==> config.mk <==
export PLATFORM = sky130hd
export DESIGN_NAME = pcm_serial_port
export DESIGN_NICKNAME = d
export VERILOG_FILES = /design/src/rtl/pcm_sp_pkg.sv /design/src/rtl/pcm_sync_bus.sv /design/src/rtl/pcm_edge_det.sv /design/src/rtl/pcm_tx_lane.sv /design/src/rtl/pcm_rx_lane.sv /design/src/rtl/pcm_serial_port.sv
export SDC_FILE = /design/constraint.sdc
export NUM_CORES = 1
export LEC_CHECK = 0
export ABC_CLOCK_PERIOD_IN_PS = 1950
export BUFFER_PORTS_ARGS = -buffer_cell sky130_fd_sc_hd__buf_4
export CAP_MARGIN = 25
export CORE_MARGIN = 4
export CORE_UTILIZATION = 30
export CTS_BUF_LIST = sky130_fd_sc_hd__clkbuf_4 sky130_fd_sc_hd__clkbuf_8
export CTS_CLUSTER_DIAMETER = 30
export CTS_CLUSTER_SIZE = 12
export DETAILED_ROUTE_END_ITERATION = 16
export SYNTH_ARGS = -nofsm -noshare
export SYNTH_HDL_FRONTEND = slang
export SYNTH_HIERARCHICAL = 1
export SYNTH_SLANG_ARGS = --single-unit
==> constraint.sdc <==
create_clock -name clk -period 1.95 [get_ports clk]
set_input_delay 0.195 -clock clk [delete_from_list [all_inputs] [get_ports clk]]
set_output_delay 0.195 -clock clk [all_outputs]
set_load 0.02 [all_outputs]
==> src/rtl/pcm_sp_pkg.sv <==
package pcm_sp_pkg;

  localparam int unsigned PCM_LIN_BITS = 14;
  localparam int unsigned PCM_CMP_BITS = 8;

  typedef enum logic [1:0] {
    FMT_ALAW  = 2'b00,
    FMT_ULAW  = 2'b01,
    FMT_LIN_A = 2'b10,
    FMT_LIN_B = 2'b11
  } pcm_fmt_e;

  // linear formats have bit 1 set
  function automatic logic fmt_is_linear(input logic [1:0] m);
    return m[1];
  endfunction

  function automatic int unsigned fmt_word_len(input logic [1:0] m,
                                               input int unsigned lin_bits,
                                               input int unsigned cmp_bits);
    return fmt_is_linear(m) ? lin_bits : cmp_bits;
  endfunction

endpackage

==> src/rtl/pcm_sync_bus.sv <==
module pcm_sync_bus #(
  parameter int unsigned W      = 5,
  parameter int unsigned STAGES = 2
) (
  input  logic         clk,
  input  logic         rst_n,
  input  logic [W-1:0] async_in,
  output logic [W-1:0] sync_out
);

  logic [W-1:0] stage_q [STAGES];

  genvar g;
  generate
    for (g = 0; g < STAGES; g++) begin : g_stage
      if (g == 0) begin : g_first
        always_ff @(posedge clk or negedge rst_n) begin
          if (!rst_n) stage_q[g] <= '0;
          else        stage_q[g] <= async_in;
        end
      end else begin : g_next
        always_ff @(posedge clk or negedge rst_n) begin
          if (!rst_n) stage_q[g] <= '0;
          else        stage_q[g] <= stage_q[g-1];
        end
      end
    end
  endgenerate

  assign sync_out = stage_q[STAGES-1];

endmodule

==> src/rtl/pcm_edge_det.sv <==
module pcm_edge_det #(
  parameter bit FALLING = 1'b0
) (
  input  logic clk,
  input  logic rst_n,
  input  logic lvl,
  output logic pulse
);

  logic prev_q;

  always_ff @(posedge clk or negedge rst_n) begin
    if (!rst_n) prev_q <= 1'b0;
    else        prev_q <= lvl;
  end

  generate
    if (FALLING) begin : g_fall
      assign pulse = prev_q & ~lvl;
    end else begin : g_rise
      assign pulse = lvl & ~prev_q;
    end
  endgenerate

endmodule

==> src/rtl/pcm_tx_lane.sv <==
module pcm_tx_lane
  import pcm_sp_pkg::*;
#(
  parameter int unsigned LIN_BITS = PCM_LIN_BITS,
  parameter int unsigned CMP_BITS = PCM_CMP_BITS,
  localparam int unsigned CNT_W   = $clog2(LIN_BITS + 1)
) (
  input  logic                clk,
  input  logic                rst_n,
  input  logic                fs_rise,
  input  logic                bclk_rise,
  input  logic [1:0]          mode,
  input  logic [LIN_BITS-1:0] word,
  output logic                dout,
  output logic                oe,
  output logic                shift_evt,
  output logic                idle_evt
);

  logic [LIN_BITS-1:0] shreg_q;
  logic [CNT_W-1:0]    remain_q;

  // companded samples are moved to the top so the MSB leaves first
  function automatic logic [LIN_BITS-1:0] align_word(input logic [LIN_BITS-1:0] w,
                                                     input logic lin);
    if (lin) return w;
    return {w[CMP_BITS-1:0], {(LIN_BITS-CMP_BITS){1'b0}}};
  endfunction

  assign shift_evt = bclk_rise & ~fs_rise & (remain_q != '0);
  assign idle_evt  = bclk_rise & ~fs_rise & (remain_q == '0);

  always_ff @(posedge clk or negedge rst_n) begin
    if (!rst_n) begin
      shreg_q  <= '0;
      remain_q <= '0;
      dout     <= 1'b0;
      oe       <= 1'b0;
    end else if (fs_rise) begin
      shreg_q  <= align_word(word, fmt_is_linear(mode));
      remain_q <= CNT_W'(fmt_word_len(mode, LIN_BITS, CMP_BITS));
    end else if (shift_evt) begin
      dout     <= shreg_q[LIN_BITS-1];
      oe       <= 1'b1;
      shreg_q  <= {shreg_q[LIN_BITS-2:0], 1'b0};
      remain_q <= remain_q - 1'b1;
    end else if (idle_evt) begin
      dout     <= 1'b0;
      oe       <= 1'b0;
    end
  end


  oe_on_bclk_chk: assert property (@(posedge clk) disable iff (!rst_n)
    $rose(oe) |-> $past(bclk_rise));


  hold_between_edges_chk: assert property (@(posedge clk) disable iff (!rst_n)
    !$past(bclk_rise) |-> ($stable(dout) && $stable(oe)));


  idle_low_chk: assert property (@(posedge clk) disable iff (!rst_n)
    $past(idle_evt) |-> (!oe && !dout));


  restart_no_shift_chk: assert property (@(posedge clk) disable iff (!rst_n)
    $past(fs_rise) |-> ($stable(dout) && $stable(oe)));

endmodule

==> src/rtl/pcm_rx_lane.sv <==
module pcm_rx_lane
  import pcm_sp_pkg::*;
#(
  parameter int unsigned LIN_BITS = PCM_LIN_BITS,
  parameter int unsigned CMP_BITS = PCM_CMP_BITS,
  localparam int unsigned CNT_W   = $clog2(LIN_BITS + 1)
) (
  input  logic                clk,
  input  logic                rst_n,
  input  logic                fs_rise,
  input  logic                bclk_fall,
  input  logic                din,
  input  logic [1:0]          mode,
  output logic [LIN_BITS-1:0] word,
  output logic                valid,
  output logic                capture_evt,
  output logic                last_evt
);

  logic                active_q;
  logic [CNT_W-1:0]    got_q;
  logic [CNT_W-1:0]    need_q;
  logic [LIN_BITS-1:0] acc_q;
  logic [LIN_BITS-1:0] acc_next;

  assign capture_evt = bclk_fall & ~fs_rise & active_q;
  assign last_evt    = capture_evt & ((got_q + 1'b1) == need_q);
  assign acc_next    = {acc_q[LIN_BITS-2:0], din};

  always_ff @(posedge clk or negedge rst_n) begin
    if (!rst_n) begin
      active_q <= 1'b0;
      got_q    <= '0;
      need_q   <= '0;
      acc_q    <= '0;
      word     <= '0;
      valid    <= 1'b0;
    end else begin
      valid <= 1'b0;
      if (fs_rise) begin
        active_q <= 1'b1;
        got_q    <= '0;
        acc_q    <= '0;
        need_q   <= CNT_W'(fmt_word_len(mode, LIN_BITS, CMP_BITS));
      end else if (capture_evt) begin
        acc_q <= acc_next;
        got_q <= got_q + 1'b1;
        if (last_evt) begin
          word     <= acc_next;
          valid    <= 1'b1;
          active_q <= 1'b0;
        end
      end
    end
  end


  valid_single_chk: assert property (@(posedge clk) disable iff (!rst_n)
    valid |=> !valid);


  valid_after_fall_chk: assert property (@(posedge clk) disable iff (!rst_n)
    valid |-> $past(bclk_fall));


  word_hold_chk: assert property (@(posedge clk) disable iff (!rst_n)
    !valid |-> $stable(word));


  restart_no_valid_chk: assert property (@(posedge clk) disable iff (!rst_n)
    $past(fs_rise) |-> !valid);

endmodule

==> src/rtl/pcm_serial_port.sv <==
module pcm_serial_port
  import pcm_sp_pkg::*;
#(
  parameter int unsigned LIN_BITS    = PCM_LIN_BITS,
  parameter int unsigned CMP_BITS    = PCM_CMP_BITS,
  parameter int unsigned SYNC_STAGES = 2
) (
  input  logic                clk,
  input  logic                rst_n,
  input  logic [1:0]          mode,
  input  logic                tx_bclk,
  input  logic                tx_fsync,
  input  logic [LIN_BITS-1:0] tx_word,
  output logic                tx_dout,
  output logic                tx_oe,
  input  logic                rx_bclk,
  input  logic                rx_fsync,
  input  logic                rx_din,
  output logic [LIN_BITS-1:0] rx_word,
  output logic                rx_valid
);

  localparam int unsigned NPINS = 5;
  localparam int unsigned P_TXB = 0;
  localparam int unsigned P_TXF = 1;
  localparam int unsigned P_RXB = 2;
  localparam int unsigned P_RXF = 3;
  localparam int unsigned P_RXD = 4;

  logic [NPINS-1:0] pins_async;
  logic [NPINS-1:0] pins_sync;

  logic tx_fs_rise, tx_bclk_rise;
  logic rx_fs_rise, rx_bclk_fall;
  logic tx_shift_evt, tx_idle_evt;
  logic rx_capture_evt, rx_last_evt;

  assign pins_async = {rx_din, rx_fsync, rx_bclk, tx_fsync, tx_bclk};

  pcm_sync_bus #(.W(NPINS), .STAGES(SYNC_STAGES)) u_sync (
    .clk      (clk),
    .rst_n    (rst_n),
    .async_in (pins_async),
    .sync_out (pins_sync)
  );

  pcm_edge_det #(.FALLING(1'b0)) u_txf_edge (
    .clk(clk), .rst_n(rst_n), .lvl(pins_sync[P_TXF]), .pulse(tx_fs_rise));
  pcm_edge_det #(.FALLING(1'b0)) u_txb_edge (
    .clk(clk), .rst_n(rst_n), .lvl(pins_sync[P_TXB]), .pulse(tx_bclk_rise));
  pcm_edge_det #(.FALLING(1'b0)) u_rxf_edge (
    .clk(clk), .rst_n(rst_n), .lvl(pins_sync[P_RXF]), .pulse(rx_fs_rise));
  pcm_edge_det #(.FALLING(1'b1)) u_rxb_edge (
    .clk(clk), .rst_n(rst_n), .lvl(pins_sync[P_RXB]), .pulse(rx_bclk_fall));

  pcm_tx_lane #(.LIN_BITS(LIN_BITS), .CMP_BITS(CMP_BITS)) u_tx (
    .clk       (clk),
    .rst_n     (rst_n),
    .fs_rise   (tx_fs_rise),
    .bclk_rise (tx_bclk_rise),
    .mode      (mode),
    .word      (tx_word),
    .dout      (tx_dout),
    .oe        (tx_oe),
    .shift_evt (tx_shift_evt),
    .idle_evt  (tx_idle_evt)
  );

  pcm_rx_lane #(.LIN_BITS(LIN_BITS), .CMP_BITS(CMP_BITS)) u_rx (
    .clk         (clk),
    .rst_n       (rst_n),
    .fs_rise     (rx_fs_rise),
    .bclk_fall   (rx_bclk_fall),
    .din         (pins_sync[P_RXD]),
    .mode        (mode),
    .word        (rx_word),
    .valid       (rx_valid),
    .capture_evt (rx_capture_evt),
    .last_evt    (rx_last_evt)
  );


  tx_events_excl_chk: assert property (@(posedge clk) disable iff (!rst_n)
    $onehot0({tx_shift_evt, tx_idle_evt, tx_fs_rise}));


  rx_last_to_valid_chk: assert property (@(posedge clk) disable iff (!rst_n)
    rx_last_evt |=> rx_valid);


  rx_capture_needs_fall_chk: assert property (@(posedge clk) disable iff (!rst_n)
    rx_capture_evt |-> $past(pins_sync[P_RXB]) && !pins_sync[P_RXB]);

endmodule

* Word-level counts from Yosys, hierarchy flattened
Cells that the tools add are included.
Word-level totals: bits of input ports 23, word-level logic and storage cells 66, output and inout port bits 17, bits in registers 71
Cells by class: multiplexer cells 22, bitwise logic cells 16, reduce and logical (&&, ||, !) cells 9, equal/unequal tests 1, add/subtract/negate cells 2
Operator list (count):
- $mux 14 | 4
- $mux 13 | 2
- $mux 4 | 4
- $mux 1 | 11
- $and 1x1->1 | 10
- $reduce_bool 2->1 | 4
- $not 1->1 | 6
- $add 4x1->4 const B | 1
- $eq 4x4->1 | 1
- $logic_not 4->1 | 1
- $reduce_and 2->1 | 2
- $reduce_bool 4->1 | 1
- $sub 4x1->4 const B | 1
- $mux 3 | 1
- $reduce_and 3->1 | 1

* Longest topological paths before layout
Gate-level depths: netlist of run 1.
word-level depth 9, mapped depth 7, depth with buffers taken out 5

* By module
The synthesis of run 1 kept the hierarchy.
By module, submodules not included:
- pcm_rx_lane | area each 1451.4 um2, seq. area each 875.8 um2, times used 1, cells each 122
- pcm_tx_lane | area each 1087.3 um2, seq. area each 500.5 um2, times used 1, cells each 110
- pcm_sync_bus | area each 287.8 um2, seq. area each 250.2 um2, times used 1, cells each 15
- pcm_edge_det | area each 38.8 um2, seq. area each 25.0 um2, times used 4, cells each 2

* Worst setup path after synthesis of run 1
OpenSTA, ideal clock, no wires.
kind reg2reg, start point reg u_rx.got_q[0], end point reg u_rx.word[10], path buffers 1, stages on the path, launching flop included 7, setup time 0.125 ns, required time 1.825 ns, path slack 0.090 ns, data arrival time 1.734 ns, clock period less this slack 1.860 ns, cells stage by stage dfrtp_1 -> ha_1 -> xor2_1 -> and3_4 -> o211ai_4 -> buf_6 -> mux2_4
Between the ends: longest elaborated chain between the ends 4
RTL lines:
- from (decl) | line pcm_rx_lane.sv:21 | logic [CNT_W-1:0] got_q;
- from (signal assigned) | line pcm_rx_lane.sv:47 | got_q <= got_q + 1'b1;
- $add 4x1->4 | line pcm_rx_lane.sv:27 | assign last_evt = capture_evt & ((got_q + 1'b1) == need_q);
- $eq 4x4->1 | line pcm_rx_lane.sv:27
- $and 1x1->1 | line pcm_rx_lane.sv:27
- $reduce_and 3->1 (no source line)
- to (signal assigned) | line pcm_rx_lane.sv:49 | word <= acc_next;
- to (decl) | line pcm_rx_lane.sv:14 | output logic [LIN_BITS-1:0] word,
Every way passes these cells. A chain may end at the register's enable or synchronous reset.

* Final worst setup path of run 1
start point reg u_rx.got_q[0], end point reg u_rx.word[4]
The elaborated chain is that of the path after synthesis.

==> impl_metrics.csv, run 1 <==
group,metric,value,unit
routing,wl,5670,um
critical_path,r2r-end,"u_rx/word[4]",
grt,grt_max_degree,36,
power_and_ir_drop,powerDensity,842,mW/mm^2
min_path,min_to,"u_tx/shreg_q[1]",
grt,gr-total-overflow,0,
clock_tree,cts_buffers,9,
power_and_ir_drop,ir_drop,0.298,mV
critical_path,rrSetupSlack,0.11,ns
final_layout,synthToLayoutAreaGrowth,23.6,%
sta,setup_viol_count_final,0,
critical_path,cpPeakStageDelay,0.42,ns
final_layout,fin_nets,322,
sta,rsz0062_at_grt,"no",
routing,wl_per_cell,13.0,um
routing,ant_nets,0,
power_and_ir_drop,power,3.09,mW
routing,drt_iter0_drc,117,
sta,post-route-period-util,94.6,%
sta,fin_setup_tns,0,ns
synthesis,syn_avg_cell_area,11.8,sq um
floorplanning,core,0.00973,sq mm
synthesis,synth_area,0.00297,sq mm
grt,grt_pass1_vias,1975,
clock_tree,insertion_delay,0.34,ns
critical_path,crit_type,"flop to flop",
critical_path,reg2reg_from,"u_rx/got_q[0]",
critical_path,path_max_fanout,8,
critical_path,cp-start-kind,"flop",
floorplanning,die-width,108,um
grt,grtUsageTotal,10.4,%
place,dp_slack,0.0703,ns
place,dpl_cell_area,0.00339,sq mm
clock_tree,cts_tree,"built",
critical_path,cp_data_arrival_time,2.07,ns
run,cap_violations,0,
sta,final_max_slew_viol_count,0,
final_layout,antenna-diode-count,0,
clock_tree,clockBufferDepth,2,
sta,worst_pin_slew,0.450,ns
floorplanning,die_h,108,um
place,gp_congestion,0.728,
min_path,hold_path_class,"primary input to flop",
floorplanning,ios,40,
floorplanning,die-area,0.0116,sq mm
sta,setup_ws,0.105,ns
final_layout,finalNonFillerCells,435,
floorplanning,row_count,36,
routing,vias_per_cell,4.57,
sta,period_needed,1.84,ns
final_layout,stdcell_area,0.00368,sq mm
clock_tree,cts.sinks,69,
final_layout,fill_cells,986,
sta,max_freq,542,MHz
synthesis,synthCells,253,
critical_path,path_cells,"ha_2, xor2_1, and3_4, o211ai_4, buf_12, mux2_2",
synthesis,ys.warnings.count,6,
routing,num_vias,1987,
place,dpl.hpwl,3720,um
critical_path,crit_start,"u_rx/got_q[0]",
synthesis,syn-num-nets,278,
run_status,status,"finished, final reports clean",
grt,antenna_found_initial,0,
critical_path,cp.required,2.17,ns
sta,hold_viol,0,
place,dp_cells,411,
clock_tree,cts_max_level,3,
routing,route.detailed.drc,0,
critical_path,cp_slowest_cell,"dfrtp_1",
place,io_buffers,38,
floorplanning,initial_core_util,30.6,%
sta,skew,0.0106,ns
sta,relSlewSlack,70.0,%
critical_path,endpoint_kind,"flop",
min_path,worstHoldStart,"tx_word[1]",
final_layout,drive_gt1_share,30.8,%
power_and_ir_drop,p_leak,1.72,nW
min_path,hold_depth,3,
clock_tree,cts-root-buf,"clkbuf_8",
clock_tree,clk_pin_slew,0.07,ns
critical_path,worstRegToRegCells,6,
routing,dr.pass1.iters,4,
grt,grt_pass1_wl,9550,um
routing by layer:
| layer | vias up | wire length (um) | global-route usage [%] |
|---|---|---|---|
| met3 | 5 | 200 | 3.06 |
| met4 | 0 | 79 | 5.14 |
| met2 | 29 | 2600 | 14.5 |
| li1 | 963 | - | - |
| met5 | - | 0 | 0 |
| met1 | 990 | 2790 | 14.7 |
cell type report:
cell class	count	area, sq um	area share, %
Multi-Input combinational cell	156	1100	29.9
Clock buffer	9	124	3.37
Sequential cell	69	1730	47.0
Timing Repair Buffer	55	470	12.8
Clock inverter	7	66.3	1.80
Tap cell	133	166	4.53
Inverter	6	22.5	0.613
placed cells by master (no fill, tap or decap), types with 7 or more instances in the layout:
cell type and instances:
a21oi_1 17, nand2_1 36, mux2i_1 8, dfrtp_1 69
buf_4 46, clkbuf_8 9, a22oi_1 9, mux2_2 8
mux2_4 7, a31oi_1 9, o21ai_0 14
worst max-delay path, delay by kind of cell (launching register included):
family	cells	cell delay, ns
AOI/OAI and AO/OA	1	0.23
xor gates and xnor gates	1	0.16
buffers and inverters	1	0.17
adders and majority gates	1	0.21
DFF	1	0.42
and+or+nand+nor	1	0.20
muxes	1	0.33
worst max path at each step:
stage,end
global route,u_rx/word[9]
detailed placement,u_rx/word[4]
global placement,u_rx/word[2]
floorplan,u_rx/word[10]
CTS,u_rx/word[4]
finish,u_rx/word[4]
state kept, by name, summed over array words and instances, names as in the netlist, 2 cells and up:
name and flops:
u_rx/word 14, u_tx/shreg_q 14, u_rx/acc_q 13, u_sync/stage_q 5, u_sync/sync_out 5, u_rx/got_q 4
u_tx/remain_q 4, u_rx/need_q 2
through the flow:
step	utilization [%]	hold WS [ns]
floorplan	-	-0.101
global placement	34.8	0.172
detailed placement	34.8	0.179
CTS	37.4	0.113
global route	37.8	0.122
finish	37.8	0.139
report_power, final:
part / internal (mW) / switching, mW / total, mW
registers: 1.53 / 0.0725 / 1.60
logic: 0.182 / 0.193 / 0.375
clock network: 0.583 / 0.532 / 1.12
what timing repair did:
item / CTS / global route
buffers inserted: 0 / 1
setup endpoints to repair: 0 / 8
gates resized for setup: 0 / 2
hold endpoints to repair: 39 / 0
hold buffers: 6 / 0
Note: power is estimated with default switching activity, not from simulation.
==> run 2: changes to the inputs <==
--- a/config.mk
+++ b/config.mk
@@ -16,5 +16,4 @@
 export DETAILED_ROUTE_END_ITERATION = 16
 export SYNTH_ARGS = -nofsm -noshare
 export SYNTH_HDL_FRONTEND = slang
-export SYNTH_HIERARCHICAL = 1
 export SYNTH_SLANG_ARGS = --single-unit
==> impl_metrics.csv, run 2 <==
group,metric,value,unit
run_status,status,"finished, final reports clean",
critical_path,cp_num_buf_inv,2,
critical_path,path_max_fanout,8,
clock_tree,clockBufferDepth,2,
grt,grt_max_degree,70,
final_layout,top_regs,"u_rx.word (14), u_tx.shreg_q (14), u_rx.acc_q (13)",
critical_path,rrSetupSlack,0.12,ns
sta,final_max_slew_viol_count,0,
critical_path,cp-start-kind,"flop",
power_and_ir_drop,pwr-share-seq,51.0,%
floorplanning,row_count,34,
place,dpl.hpwl,3420,um
power_and_ir_drop,ir_drop,0.435,mV
clock_tree,cts_tree,"built",
routing,drt_iter0_drc,46,
power_and_ir_drop,p_leak,1.66,nW
sta,fin_setup_tns,0,ns
synthesis,yosysTopAreaCellShare,61.7,%
place,dp_cells,367,
floorplanning,die_h,105,um
critical_path,path_cells,"ha_4, xnor2_2, a21oi_1, nor4b_4, buf_4, buf_12, mux2_2",
clock_tree,cts_max_level,3,
place,io_buffers,38,
final_layout,fin_nets,303,
clock_tree,cts_buffers,9,
sta,max_freq,547,MHz
critical_path,reg2reg_from,"u_rx.got_q[1]",
min_path,min_to,"u_tx.shreg_q[0]",
power_and_ir_drop,power,3.17,mW
synthesis,synth_area_leaders,"dfrtp_1 62%, a22o_1 4.7%, mux2_4 4.3%",
min_path,worstHoldStart,"tx_word[0]",
final_layout,antenna-diode-count,0,
critical_path,cp_data_arrival_time,2.05,ns
final_layout,synthToLayoutAreaGrowth,27.1,%
final_layout,drive_gt1_share,31.8,%
power_and_ir_drop,power_frac_clock,36.3,%
final_layout,layout_common_cells,"68 x dfrtp_1, 46 x buf_4, 32 x nand2_1",
grt,grt_pass1_wl,9410,um
final_layout,mostFrequentLayoutCell,"dfrtp_1",
clock_tree,insertion_delay,0.33,ns
grt,grtUsageTotal,10.5,%
final_layout,finalNonFillerCells,391,
synthesis,yosysMostFrequentCell,"dfrtp_1",
final_layout,fill_cells,828,
synthesis,synth.distinct_cells,34,
critical_path,crit_type,"flop to flop",
sta,period_needed,1.83,ns
critical_path,critPathTopFamily,"flip-flops",
synthesis,synthCells,225,
synthesis,yosysTopAreaCell,"dfrtp_1",
sta,setup_viol_count_final,0,
critical_path,cpPeakStageDelay,0.43,ns
min_path,hold_depth,3,
power_and_ir_drop,switching_share,25.4,%
grt,grt_pass1_vias,1995,
routing,vias_per_cell,4.70,
routing,dr.pass1.iters,4,
routing,wl,5370,um
power_and_ir_drop,p_sw,805,uW
critical_path,r2r-end,"u_rx.word[7]",
floorplanning,ios,40,
critical_path,worstRegToRegCells,7,
clock_tree,clk_pin_slew,0.07,ns
synthesis,ys.warnings.count,0,
place,gp_congestion,0.726,
synthesis,syn_avg_cell_area,12.4,sq um
sta,relSlewSlack,37.1,%
sta,hold_viol,0,
synthesis,synthArstFlopShare,100,%
synthesis,synth_area,0.00280,sq mm
routing,route.detailed.drc,0,
critical_path,cp_slowest_cell,"dfrtp_1",
floorplanning,die-width,105,um
routing,num_vias,1839,
min_path,hold_path_class,"primary input to flop",
routing,ant_nets,0,
synthesis,synth_ff_type,"dfrtp_1",
sta,rsz0062_at_grt,"no",
synthesis,synth-edff-count,0,
floorplanning,core,0.00889,sq mm
synthesis,postSynthRegisterBits,69,
synthesis,synthTopCellsByCount,"69 x dfrtp_1, 32 x nand2_1, 15 x a22o_1",
final_layout,utilization,40.0,%
floorplanning,initial_core_util,31.5,%
sta,post-route-period-util,93.8,%
power_and_ir_drop,p_int,2.37,mW
floorplanning,die-area,0.0109,sq mm
routing,wl_per_cell,13.7,um
clock_tree,cts-root-buf,"clkbuf_8",
grt,gr-total-overflow,0,
power_and_ir_drop,pwr-share-comb,12.7,%
grt,antenna_found_initial,0,
run,cap_violations,0,
synthesis,yosysSeqAreaShare,61.7,%
clock_tree,cts.sinks,69,
critical_path,cp.required,2.17,ns
sta,worst_pin_slew,0.940,ns
synthesis,syn-num-nets,250,
sta,skew,0.00833,ns
power_and_ir_drop,powerDensity,892,mW/mm^2
critical_path,endpoint_kind,"flop",
sta,hold_slack,0.118,ns
## run 2: worst max-delay path by stage
stage | start | to | cells after the start
after global placement | u_rx.got_q[1] | u_rx.word[6] | 6
after CTS | u_rx.got_q[1] | u_rx.word[7] | 6
after detailed placement | u_rx.got_q[1] | u_rx.word[7] | 6
final | u_rx.got_q[1] | u_rx.word[7] | 7
after floorplan | u_rx.got_q[0] | u_rx.word[0] | 6
after global routing | u_rx.got_q[1] | u_rx.word[7] | 6
## run 2: cells by family (layout without fill, tap and decap cells)
kind of cell | after synthesis | in the layout | share of synthesized area [%]
flip-flops | 69 | 69 | 61.7
AND/OR/NAND/NOR | 67 | 67 | 12.9
AO/OA/AOI/OAI | 50 | 50 | 12.3
multiplexers | 16 | 16 | 7.47
buffers and inverters | 15 | 73 | 2.77
XOR/XNOR | 6 | 6 | 1.88
adder cells (fa/ha/maj) | 2 | 2 | 0.894
## run 2: what timing repair did
action	in CTS	in global routing
endpoints found under the setup margin	0	4
buffers inserted	0	1
hold endpoints to repair	74	0
hold buffers	6	0
resized for setup	0	1
## run 2: final cells by class
class	count	area, sq um	share of cell area, %
flip-flops and latches	69	1730	48.6
multi-input cells	141	1010	28.5
repair buffers	55	470	13.2
clock buffers	11	139	3.91
well taps	108	135	3.80
clock inverters	5	61.3	1.72
inverters	2	7.51	0.211
## run 2: metal layers
| layer | vias to the layer above | part of all wire [%] | GRT usage (%) |
|---|---|---|---|
| met5 | - | 0 | 0 |
| met4 | 0 | 1.4 | 2.91 |
| met3 | 8 | 6.1 | 4.44 |
| met2 | 46 | 45 | 16.1 |
| met1 | 884 | 48 | 13.8 |
| li1 | 901 | - | - |
## run 2: per-stage QoR
step | setup WS (ns) | cell area (sq um)
2_1_floorplan | 0.0156 | 2810
3_3_place_gp | 0.125 | 3250
3_5_place_dp | 0.0903 | 3250
4_1_cts | 0.0702 | 3510
5_1_grt | 0.0103 | 3550
6_report | 0.121 | 3550
## run 2: power by group through the flow
stage	sequential [mW]	combinational (mW)	clock, mW
after floorplan	1.64	0.229	0
after global placement	1.64	0.376	0
after detailed placement	1.64	0.389	0
after CTS	1.62	0.404	1.19
after global routing	1.63	0.465	1.26
final	1.62	0.403	1.15
## run 2: worst min-delay path: stages
cell	delay (ns)
buf_4	0.09
nand3_1	0.06
o21ai_0	0.07
==> run 3: changes to the inputs <==
--- a/config.mk
+++ b/config.mk
@@ -5,7 +5,7 @@
 export SDC_FILE = /design/constraint.sdc
 export NUM_CORES = 1
 export LEC_CHECK = 0
-export ABC_CLOCK_PERIOD_IN_PS = 1950
+export ABC_CLOCK_PERIOD_IN_PS = 2150
 export BUFFER_PORTS_ARGS = -buffer_cell sky130_fd_sc_hd__buf_4
 export CAP_MARGIN = 25
 export CORE_MARGIN = 4
==> constraint.sdc (replaced) <==
create_clock -name clk -period 2.15 [get_ports clk]
set_input_delay 0.215 -clock clk [delete_from_list [all_inputs] [get_ports clk]]
set_output_delay 0.215 -clock clk [all_outputs]
set_load 0.02 [all_outputs]
==> impl_metrics.csv, run 3 (synthesis results as in run 2) <==
group,metric,value,unit
run_status,status,"finished, violations left",
run_status,violations,"negative hold slack",
routing,drt_iter0_drc,62,
floorplanning,initial_core_util,31.5,%
place,dpl.hpwl,3280,um
floorplanning,row_count,34,
sta,setup_viol_count_final,0,
grt,grt_pass1_wl,9210,um
grt,grt_max_degree,70,
final_layout,layout_common_cells,"69 x dfrtp_1, 41 x buf_4, 32 x nand2_1",
sta,hold_viol,38,
min_path,hold_path_class,"primary input to async pin",
critical_path,path_max_fanout,16,
sta,final_max_slew_viol_count,0,
final_layout,drive_gt1_share,29.1,%
run,cap_violations,0,
critical_path,worstRegToRegCells,6,
power_and_ir_drop,pwr-share-comb,11.2,%
grt,grt_pass1_vias,1934,
critical_path,cp.required,2.38,ns
clock_tree,insertion_delay,0.34,ns
sta,fin_setup_tns,0,ns
sta,worst_pin_slew,0.934,ns
clock_tree,cts_buffers,9,
power_and_ir_drop,pwr-share-seq,51.0,%
power_and_ir_drop,p_sw,751,uW
power_and_ir_drop,powerDensity,835,mW/mm^2
routing,ant_nets,0,
sta,relSlewSlack,37.5,%
final_layout,fin_nets,295,
sta,rsz0062_at_grt,"no",
routing,wl,5190,um
sta,post-route-period-util,90.8,%
final_layout,multi_input_area,993,sq um
place,io_buffers,38,
floorplanning,ios,40,
sta,hold_slack,-0.0235,ns
clock_tree,cts_tree,"built",
routing,dr.pass1.iters,4,
sta,max_freq,512,MHz
floorplanning,die_h,105,um
floorplanning,die-width,105,um
power_and_ir_drop,p_leak,1.61,nW
critical_path,endpoint_kind,"flop",
clock_tree,cts_max_level,3,
floorplanning,die-area,0.0109,sq mm
final_layout,synthToLayoutAreaGrowth,23.3,%
critical_path,crit_type,"flop to flop",
critical_path,rrSetupSlack,0.20,ns
critical_path,cp-start-kind,"flop",
power_and_ir_drop,switching_share,26.1,%
grt,grtUsageTotal,10.1,%
power_and_ir_drop,p_int,2.13,mW
final_layout,finalNonFillerCells,383,
critical_path,reg2reg_from,"u_rx.got_q[0]",
routing,vias_per_cell,4.77,
final_layout,fill_cells,848,
clock_tree,clockBufferDepth,2,
place,dp_cells,362,
place,gp_congestion,0.696,
clock_tree,cts.sinks,69,
routing,route.detailed.drc,0,
critical_path,cp_data_arrival_time,2.18,ns
grt,gr-total-overflow,0,
floorplanning,core,0.00889,sq mm
power_and_ir_drop,power_frac_clock,37.8,%
final_layout,seqCellArea,0.00173,sq mm
grt,antenna_found_initial,0,
sta,period_needed,1.95,ns
clock_tree,clk_pin_slew,0.08,ns
critical_path,r2r-end,"u_rx.word[6]",
power_and_ir_drop,ir_drop,0.443,mV
final_layout,antenna-diode-count,0,
routing,num_vias,1828,
final_layout,mostFrequentLayoutCell,"dfrtp_1",
sta,skew,0.00856,ns
routing,wl_per_cell,13.6,um
clock_tree,cts-root-buf,"clkbuf_8",
final_layout,top_regs,"u_rx.word (14), u_tx.shreg_q (14), u_rx.acc_q (13)",
run 3: layout make-up:
class / instances / area share (%)
sequential: 69 / 50.1
multi-input combinational: 141 / 28.8
timing repair buffer: 47 / 11.0
clock buffer: 10 / 3.99
tap: 108 / 3.92
clock inverter: 6 / 2.03
inverter: 2 / 0.218
run 3: routing by layer:
layer	routed length, um	part of all wire, %	GRT usage (%)	vias up
li1	-	-	-	884
met4	47	0.91	2.53	0
met2	2350	45	15.5	41
met1	2480	48	13.4	897
met3	305	5.9	4.25	6
met5	0	0	0	-
run 3: stage by stage:
stage / power (mW) / worst slack [ns] / area, sq um / util, %
after floorplan: 1.69 / 0.158 / 2800 / -
after global placement: 1.80 / 0.227 / 3190 / 35.9
after detailed placement: 1.81 / 0.210 / 3190 / 35.9
after CTS: 2.93 / 0.197 / 3450 / 38.8
after global routing: 3.05 / 0.0629 / 3450 / 38.8
final: 2.88 / 0.198 / 3450 / 38.8
run 3: critical path: stages, from the launching register on:
cell and delay [ns]:
dfrtp_1 0.45, ha_1 0.25, xnor2_1 0.19, a21oi_1 0.09, nor4b_4 0.31, buf_12 0.21
mux2_2 0.34
run 3: how the worst max path moves through the flow:
stage               slack [ns]           from      endpoint
floorplan                 0.16  u_rx.got_q[0]  u_rx.word[0]
global placement          0.23  u_rx.got_q[0]  u_rx.word[6]
detailed placement        0.21  u_rx.got_q[0]  u_rx.word[7]
CTS                       0.20  u_rx.got_q[0]  u_rx.word[7]
global route              0.06  u_rx.got_q[0]  u_rx.word[6]
finish                    0.20  u_rx.got_q[0]  u_rx.word[6]
run 3: what timing repair did:
item / CTS / global route
setup buffers: 0 / 0
hold buffers: 5 / 0
hold endpoints to repair: 5 / 0
resized for setup: 0 / 0
run 3: power by group through the flow:
stage / logic (mW) / registers (mW) / clock network (mW)
after floorplan: 0.202 / 1.49 / 0
after global placement: 0.312 / 1.49 / 0
after detailed placement: 0.319 / 1.49 / 0
after CTS: 0.330 / 1.47 / 1.14
after global routing: 0.374 / 1.48 / 1.19
final: 0.322 / 1.47 / 1.09
